--- src/rtl/ssg_pkg.sv ---
package ssg_pkg;

    // Feedback mask of a maximal-length Fibonacci LFSR for a given width
    function automatic logic [31:0] lfsr_taps(input int w);
        case (w)
            4:       return 32'h0000_000C;
            5:       return 32'h0000_0014;
            6:       return 32'h0000_0030;
            7:       return 32'h0000_0060;
            8:       return 32'h0000_00B8;
            9:       return 32'h0000_0110;
            10:      return 32'h0000_0240;
            11:      return 32'h0000_0500;
            12:      return 32'h0000_0E08;
            13:      return 32'h0000_1C80;
            14:      return 32'h0000_3802;
            15:      return 32'h0000_6000;
            16:      return 32'h0000_D008;
            default: return 32'h0000_00B8;
        endcase
    endfunction

endpackage

--- src/rtl/ssg_period_counter.sv ---
module ssg_period_counter #(
    parameter int WIDTH = 8
) (
    input  logic             clk,
    input  logic             rst_n,
    input  logic             start,
    output logic [WIDTH-1:0] count,
    output logic             running,
    output logic             last
);
    typedef struct packed {
        logic [WIDTH-1:0] cnt;
        logic             run;
    } cnt_state_t;

    cnt_state_t st_d, st_q;

    always_comb begin
        st_d = st_q;
        if (start) begin
            st_d.cnt = '0;
            st_d.run = 1'b1;
        end else if (st_q.run) begin
            st_d.cnt = st_q.cnt + 1'b1;
        end
    end

    always_ff @(posedge clk or negedge rst_n) begin
        if (!rst_n) st_q <= '0;
        else        st_q <= st_d;
    end

    assign count   = st_q.cnt;
    assign running = st_q.run;
    assign last    = st_q.run && (st_q.cnt == {WIDTH{1'b1}});

    // a start pulse always opens at position 0
    a_r2_start_zero: assert property (@(posedge clk) disable iff (!rst_n)
        start |=> (count == '0) && running);
    // after the last position comes position 0
    a_r6_wrap: assert property (@(posedge clk) disable iff (!rst_n)
        (last && !start) |=> (count == '0) && running);
    // positions advance by one inside a period
    a_r6_step: assert property (@(posedge clk) disable iff (!rst_n)
        (running && !start && !last) |=> count == WIDTH'($past(count) + 1'b1));
endmodule

--- src/rtl/ssg_lfsr.sv ---
module ssg_lfsr #(
    parameter int WIDTH = 8,
    parameter logic [WIDTH-1:0] TAPS = 8'hB8
) (
    input  logic             clk,
    input  logic             rst_n,
    input  logic             load,
    input  logic             advance,
    input  logic [WIDTH-1:0] seed,
    output logic [WIDTH-1:0] state
);
    localparam logic [WIDTH-1:0] SUBST = WIDTH'(1);

    logic [WIDTH-1:0] sh_d, sh_q;

    always_comb begin
        sh_d = sh_q;
        if (load) begin
            sh_d = (seed == '0) ? SUBST : seed;
        end else if (advance) begin
            sh_d = {sh_q[WIDTH-2:0], ^(sh_q & TAPS)};
        end
    end

    always_ff @(posedge clk or negedge rst_n) begin
        if (!rst_n) sh_q <= '0;
        else        sh_q <= sh_d;
    end

    assign state = sh_q;

    // a zero seed loads the substitute state
    a_r5_seed_subst: assert property (@(posedge clk) disable iff (!rst_n)
        (load && seed == '0) |=> state == SUBST);
    // an advancing register never sits in the lock-up state
    a_r5_never_zero: assert property (@(posedge clk) disable iff (!rst_n)
        advance |-> state != '0);
endmodule

--- src/rtl/ssg_lane.sv ---
module ssg_lane #(
    parameter int WIDTH = 8,
    parameter logic [WIDTH-1:0] TAPS = 8'hB8
) (
    input  logic             clk,
    input  logic             rst_n,
    input  logic             start,
    input  logic             running,
    input  logic             last,
    input  logic [WIDTH-1:0] count,
    input  logic [WIDTH-1:0] value_in,
    input  logic             mode_in,
    input  logic [WIDTH-1:0] seed_in,
    output logic             stream
);
    typedef struct packed {
        logic [WIDTH-1:0] level;
        logic             conc;
    } lane_cfg_t;

    lane_cfg_t        cfg_d, cfg_q;
    logic [WIDTH-1:0] rnd;
    logic [WIDTH-1:0] src;

    always_comb begin
        cfg_d = cfg_q;
        if (start) begin
            cfg_d.level = value_in;
            cfg_d.conc  = mode_in;
        end
    end

    always_ff @(posedge clk or negedge rst_n) begin
        if (!rst_n) cfg_q <= '0;
        else        cfg_q <= cfg_d;
    end

    ssg_lfsr #(.WIDTH(WIDTH), .TAPS(TAPS)) u_lfsr (
        .clk     (clk),
        .rst_n   (rst_n),
        .load    (start),
        .advance (running && !start),
        .seed    (seed_in),
        .state   (rnd)
    );

    assign src    = cfg_q.conc ? count : rnd;
    assign stream = running && (src < cfg_q.level);

    // configuration only moves on a start pulse
    a_r7_cfg_hold: assert property (@(posedge clk) disable iff (!rst_n)
        !start |=> $stable(cfg_q));
    // once a concentrated stream drops to 0 it stays 0 until the period ends
    a_r3_conc_prefix: assert property (@(posedge clk) disable iff (!rst_n)
        (running && cfg_q.conc && !start && !last && !stream) |=> !stream);
endmodule

--- src/rtl/ssg_stream_gen.sv ---
module ssg_stream_gen #(
    parameter int LANES = 4,
    parameter int WIDTH = 8
) (
    input  logic                   clk,
    input  logic                   rst_n,
    input  logic                   start,
    input  logic [LANES*WIDTH-1:0] value_in,
    input  logic [LANES-1:0]       mode_in,
    input  logic [LANES*WIDTH-1:0] seed_in,
    output logic [LANES-1:0]       stream_out,
    output logic                   period_done
);
    localparam logic [31:0]      TAPS_ALL = ssg_pkg::lfsr_taps(WIDTH);
    localparam logic [WIDTH-1:0] TAPS     = TAPS_ALL[WIDTH-1:0];

    logic [WIDTH-1:0] count;
    logic             running;
    logic             last;

    ssg_period_counter #(.WIDTH(WIDTH)) u_counter (
        .clk     (clk),
        .rst_n   (rst_n),
        .start   (start),
        .count   (count),
        .running (running),
        .last    (last)
    );

    for (genvar i = 0; i < LANES; i++) begin : g_lane
        ssg_lane #(.WIDTH(WIDTH), .TAPS(TAPS)) u_lane (
            .clk      (clk),
            .rst_n    (rst_n),
            .start    (start),
            .running  (running),
            .last     (last),
            .count    (count),
            .value_in (value_in[i*WIDTH +: WIDTH]),
            .mode_in  (mode_in[i]),
            .seed_in  (seed_in[i*WIDTH +: WIDTH]),
            .stream   (stream_out[i])
        );
    end

    assign period_done = last;

    // nothing is emitted before the first start pulse
    a_r1_idle_quiet: assert property (@(posedge clk) disable iff (!rst_n)
        !running |-> (stream_out == '0) && !period_done);
    // the period flag is a single-cycle pulse unless a restart lands on it
    a_r6_single_pulse: assert property (@(posedge clk) disable iff (!rst_n)
        (period_done && !start) |=> !period_done);
endmodule

--- config.mk ---
export PLATFORM = sky130hd
export DESIGN_NAME = ssg_stream_gen
export DESIGN_NICKNAME = d
export VERILOG_FILES = /design/src/rtl/ssg_pkg.sv /design/src/rtl/ssg_period_counter.sv /design/src/rtl/ssg_lfsr.sv /design/src/rtl/ssg_lane.sv /design/src/rtl/ssg_stream_gen.sv
export SDC_FILE = /design/constraint.sdc
export NUM_CORES = 1
export LEC_CHECK = 0
export BUFFER_PORTS_ARGS = -buffer_cell sky130_fd_sc_hd__buf_4
export CAP_MARGIN = 5
export CORE_UTILIZATION = 50
export CTS_BUF_LIST = sky130_fd_sc_hd__clkbuf_4 sky130_fd_sc_hd__clkbuf_8
export DETAILED_ROUTE_END_ITERATION = 10
export PLACE_DENSITY = 0.83
export SYNTH_ARGS = -nofsm -noshare
export SYNTH_HDL_FRONTEND = slang
export SYNTH_HIERARCHICAL = 1
export SYNTH_SLANG_ARGS = --single-unit
export TNS_END_PERCENT = 10
--- constraint.sdc ---
create_clock -name clk -period 2.1 [get_ports clk]
set_input_delay 0.63 -clock clk [delete_from_list [all_inputs] [get_ports clk]]
set_output_delay 0.63 -clock clk [all_outputs]
set_load 0.03 [all_outputs]
After elaboration in Yosys (flattened, before gate mapping)

Cells that the tools add are included.
Widths: inputs -> output; s select.

$add $sub $neg: 1
Magnitude comparators: 4
Equality and inequality tests: 1
Mux-type cells: 18
Reduce and logical (&&, ||, !) cells: 17

Operators by type and width:

| cell                | count |
|---|---|
| $mux 8              | 18 |
| $logic_not 8->1     | 4 |
| $lt 8x8->1          | 4 |
| $reduce_xor 8->1    | 4 |
| $add 8x1->8 const B | 1 |
| $eq 8x8->1 const B  | 1 |
| $logic_and 1x1->1   | 6 |
| $reduce_bool 2->1   | 2 |
| $logic_not 1->1     | 1 |

Flip-flop bits (word level): 77
Input port bits: 71
Word-level logic and storage cells: 55

Logic depth before layout (Yosys ltp)

Depth in word-level cells: 4
Mapped depth: 6
Depth with buffers taken out: 5

Modules after synthesis

The synthesis kept the hierarchy.

By module, submodules not included:

| module                                 | times used | cells each | area an instance (µm²) | seq. area each (µm²) |
|---|---|---|---|---|
| ssg_lane (g_lane[0].u_lane ...)        | 3          | 63         | 608.1                  | 225.2 |
| ssg_lfsr (g_lane[1].u_lane.u_lfsr ...) | 3          | 40         | 402.9                  | 200.2 |
| ssg_lane (g_lane[1].u_lane)            | 1          | 63         | 604.3                  | 225.2 |
| ssg_period_counter                     | 1          | 41         | 434.2                  | 225.2 |
| ssg_lfsr (g_lane[0].u_lane.u_lfsr)     | 1          | 41         | 414.1                  | 200.2 |

Worst setup path before layout

No wires, ideal clock.

Path type: reg-to-output
From: reg g_lane[1].u_lane/cfg_q[0] (netlist name)
To: out stream_out[1]
Data arrival time: 2.016 ns
Required time: 1.470 ns
Path slack: -0.546 ns
Stages on the path, launching flop included: 7
Cell sequence: dfrtp_1 buf_6 mux2_2 ha_1 a21oi_1 o2111ai_1 nor3_1

Longest elaborated chain between the ends: 3

Ends and longest elaborated chain:

| item                     | RTL line             | source |
|---|---|---|
| start: declaration       | ssg_lane.sv:21       | `lane_cfg_t cfg_d, cfg_q;` |
| start signal: assignment | ssg_lane.sv:35       | `else cfg_q <= cfg_d;` |
| $mux 8                   | ssg_lane.sv:47       | `assign src = cfg_q.conc ? count : rnd;` |
| $lt 8x8->1               | ssg_lane.sv:48       | `assign stream = running && (src < cfg_q.level);` |
| $logic_and 1x1->1        | ssg_lane.sv:48       |  |
| end: declaration         | ssg_stream_gen.sv:11 | `output logic [LANES-1:0] stream_out,` |

No other way between the ends.

Final worst setup path

Same ends and word-level chain as after synthesis.

==> impl_metrics.env <==
export IMPL_status="complete, but fails checks"
export IMPL_violations="setup timing"
export IMPL_required_ps=1470
export IMPL_maxCapViolations=0
export IMPL_drtPass1Iterations=7
export IMPL_synth_compound_area_share_pct=11.4
export IMPL_ys_seq_area_share_pct=43.0
export IMPL_clock_latency_ps=340
export IMPL_start_util_pct=51.4
export IMPL_grt_pass1_wl_um=18200
export IMPL_grt_max_degree=78
export IMPL_cp_slowest_cell="dfrtp_2"
export IMPL_drive_gt1_share_pct=38.8
export IMPL_finalWorstSetupSlack_ps=-734
export IMPL_synth_edf_count=0
export IMPL_die_h_um=96.7
export IMPL_synth_cell_types=30
export IMPL_drt_iter0_drc=169
export IMPL_pwr_density_cell_nw_per_um2=676
export IMPL_syn2layout_area_growth_pct=35.9
export IMPL_dp_cells=673
export IMPL_syn_nets=554
export IMPL_synthArstFlopShare_pct=100
export IMPL_netlist_area_leader_share_pct=43.0
export IMPL_timing_critical_path_cells="buf_4 > mux2_4 > ha_4 > o211ai_1 > a311oi_1 > buf_4 > nor3_4 > buf_6"
export IMPL_critPathBufInv=3
export IMPL_yosys_warnings=6
export IMPL_via_per_inst=5.44
export IMPL_layout_nets=680
export IMPL_grt_pass1_vias=3918
export IMPL_cp_max_fo=7
export IMPL_synth_main_ff_cell="dfrtp_1"
export IMPL_ir_drop_uv=351
export IMPL_synthXorXnorAreaFrac_pct=3.12
export IMPL_finalSetupViolCount=5
export IMPL_dpl_cell_area_um2=5730
export IMPL_fmax_mhz=353
export IMPL_diodes=0
export IMPL_gp_congestion=0.843
export IMPL_wl_met2_um=5500
export IMPL_yosys_top_cells_area="dfrtp_1 43%, mux2_2 9.0%, ha_1 8.1%, mux2i_1 7.4%, o21ai_0 6.6%"
export IMPL_num_rows=34
export IMPL_ios=76
export IMPL_dp_hpwl_um=7650
export IMPL_layout_cells_non_filler=693
export IMPL_yosysTopAreaCell="dfrtp_1"
export IMPL_synthCells=454
export IMPL_min_period_ps=2830
export IMPL_clockBufferDepth=2
export IMPL_whs_ps=292
export IMPL_critPathMostFrequentCell="buf_4"
export IMPL_drtAntennaViolNets=0
export IMPL_synth_adder_area_share_pct=8.09
export IMPL_finalCritPeriodShare_pct=135
export IMPL_syn_area_per_cell_um2=9.88
export IMPL_yosys_area_share_simple_pct=11.7
export IMPL_hold_violations=0
export IMPL_wl_per_cell_um=15.5
export IMPL_cts_root_buffer="clkbuf_8"
export IMPL_wl_met3_um=383
export IMPL_grt_overflow_total=0
export IMPL_cts_sinks=77
export IMPL_relSlewSlack_pct=72.5
export IMPL_vias=3768
export IMPL_worstSetupPathType="flop to output port"
export IMPL_synth_top_family_by_area="multiplexers"
export IMPL_stdcell_area_um2=6100
export IMPL_start_kind="flop"
export IMPL_slew_violations=0
export IMPL_dieArea_um2=9350
export IMPL_synthMuxAreaShare_pct=16.4
export IMPL_top_layer="met4"
export IMPL_synth_cell_area_um2=4490
export IMPL_fin_worst_skew_ps=6.82
export IMPL_p_leak_nw=2.90
export IMPL_hold_path_class="primary input to async pin"
export IMPL_core_um2=8720
export IMPL_port_buffers=75
export IMPL_crit_family="flip-flops"
export IMPL_drc=0
export IMPL_die_x_um=96.7
export IMPL_max_stage_delay_ps=480
export IMPL_antenna_found_initial=0
export IMPL_cts_clk_slew_worst_paths_ps=80
export IMPL_endpoint_kind="output port"
export IMPL_numCtsBuffers=9
export IMPL_grt_usage_pct=23.9
export IMPL_tightest_slew_ps=412
export IMPL_wl_met1_um=4700
export IMPL_wl_um=10700
export IMPL_ys_seq_elements=77
export IMPL_rsz0062_at_grt="yes"
export IMPL_cp_arrival_ps=2200
export IMPL_power_total_mw=4.12
export IMPL_cts_htree_levels=3
export IMPL_cts_tree="yes"
[cells in the final DEF (no fill, tap or decap), drive strengths merged, types with 2 or more instances in the layout]
master and count:
a311oi 7, bufinv 2, nand4 10, nor4 4, o211ai 7, clkinvlp 3
ha 29, dfrtp 77, a21oi 12, mux2i 33, nor3 13, buf 137
or3 3, mux2 36, xor2 11, nor2b 8, nand3 2, xnor2 5
a211oi 4, nor2 9, inv 40, nand2 60, clkbuf 10, o21ai 59
[layer usage]
layer,global-route usage [%],vias up
met3,3.76,17
li1,-,1828
met4,6.54,0
met1,31.0,1816
met2,41.4,107
met5,0,-
[repair_timing]
action | in CTS | in global routing
pin swaps | 6 | 0
hold endpoints to repair | 0 | 0
hold buffers | 0 | 0
endpoints found under the setup margin | 5 | 5
buffers inserted | 4 | 0
resized for setup | 21 | 4
gates cloned | 0 | 0
[path summary, 6_finish.rpt]
path                                                       start                                           end  slack, ps  depth (start not counted)
setup / recovery           g_lane[1].u_lane/cfg_q[0]$_DFFE_PN0P_                                 stream_out[1]       -730                          8
hold / removal                                             rst_n         g_lane[3].u_lane/cfg_q[3]$_DFFE_PN0P_        290                          2
setup reg to reg                   u_counter/running$_DFFE_PN0P_  g_lane[2].u_lane/u_lfsr/state[3]$_DFFE_PN0P_        550                          5
hold reg to reg            g_lane[1].u_lane/cfg_q[1]$_DFFE_PN0P_         g_lane[1].u_lane/cfg_q[1]$_DFFE_PN0P_        540                          1
max in group asynchronous                                  rst_n         g_lane[0].u_lane/cfg_q[0]$_DFFE_PN0P_       1460                          2
min in group clk                                    value_in[17]         g_lane[2].u_lane/cfg_q[2]$_DFFE_PN0P_        490                          3
[worst reg2reg max path: cells and delay by family (launching register included)]
family | cells | cell delay, ps
muxes | 1 | 210
DFF | 1 | 520
buffers and inverters | 2 | 420
and+or+nand+nor | 1 | 140
AOI/OAI and AO/OA | 1 | 110
[through the flow]
step           util (%)  setup WS, ps  TNS (ps)
2_1_floorplan         -          -217      -858
3_3_place_gp       65.8          -366     -1380
6_report           69.9          -734     -2870
3_5_place_dp       65.8          -449     -1670
4_1_cts            69.7          -722     -3030
5_1_grt            69.9          -799     -3290
[final cells by class]
type | instances | area [um2]
Clock inverter | 6 | 87.6
Tap cell | 108 | 135
Multi-Input combinational cell | 315 | 2570
Clock buffer | 10 | 131
Fill cell | 641 | 2620
Inverter | 40 | 150
Sequential cell | 77 | 1930
Timing Repair Buffer | 137 | 1090
[Yosys cell counts, types with 2 or more instances]
cell,count
dfrtp_1,77
nand2_1,60
o21ai_0,59
inv_1,40
mux2_2,36
mux2i_1,33
ha_1,29
buf_2,13
nor3_1,13
a21oi_1,12
xor2_1,11
nor2_1,9
nand4_1,8
nor2b_1,8
a311oi_1,7
o211ai_1,7
xnor2_1,5
buf_6,4
clkbuf_1,4
nor4_1,4
a211oi_1,3
or3_1,3
nand3_1,2
[state kept, by name (all words and copies together), names as in the netlist]
| signal | count |
|---|---|
| u_counter/count | 8 |
| g_lane.u_lane/u_lfsr/state | 32 |
| g_lane.u_lane/cfg_q | 36 |
| u_counter/running | 1 |
[cell families after synthesis]
group                      after synthesis
AOI/OAI and AO/OA                       90
xor gates and xnor gates                16
adders and majority gates               29
buffers and inverters                   62
DFF                                     77
muxes                                   69
and+or+nand+nor                        111
[report_power, final]
part	switching (mW)	internal (mW)	leakage, nW	total, mW
Combinational	0.544	0.615	1.87	1.16
Sequential	0.0966	1.62	0.929	1.72
Clock	0.565	0.681	0.102	1.25
Note: power is estimated with default switching activity, not from simulation.
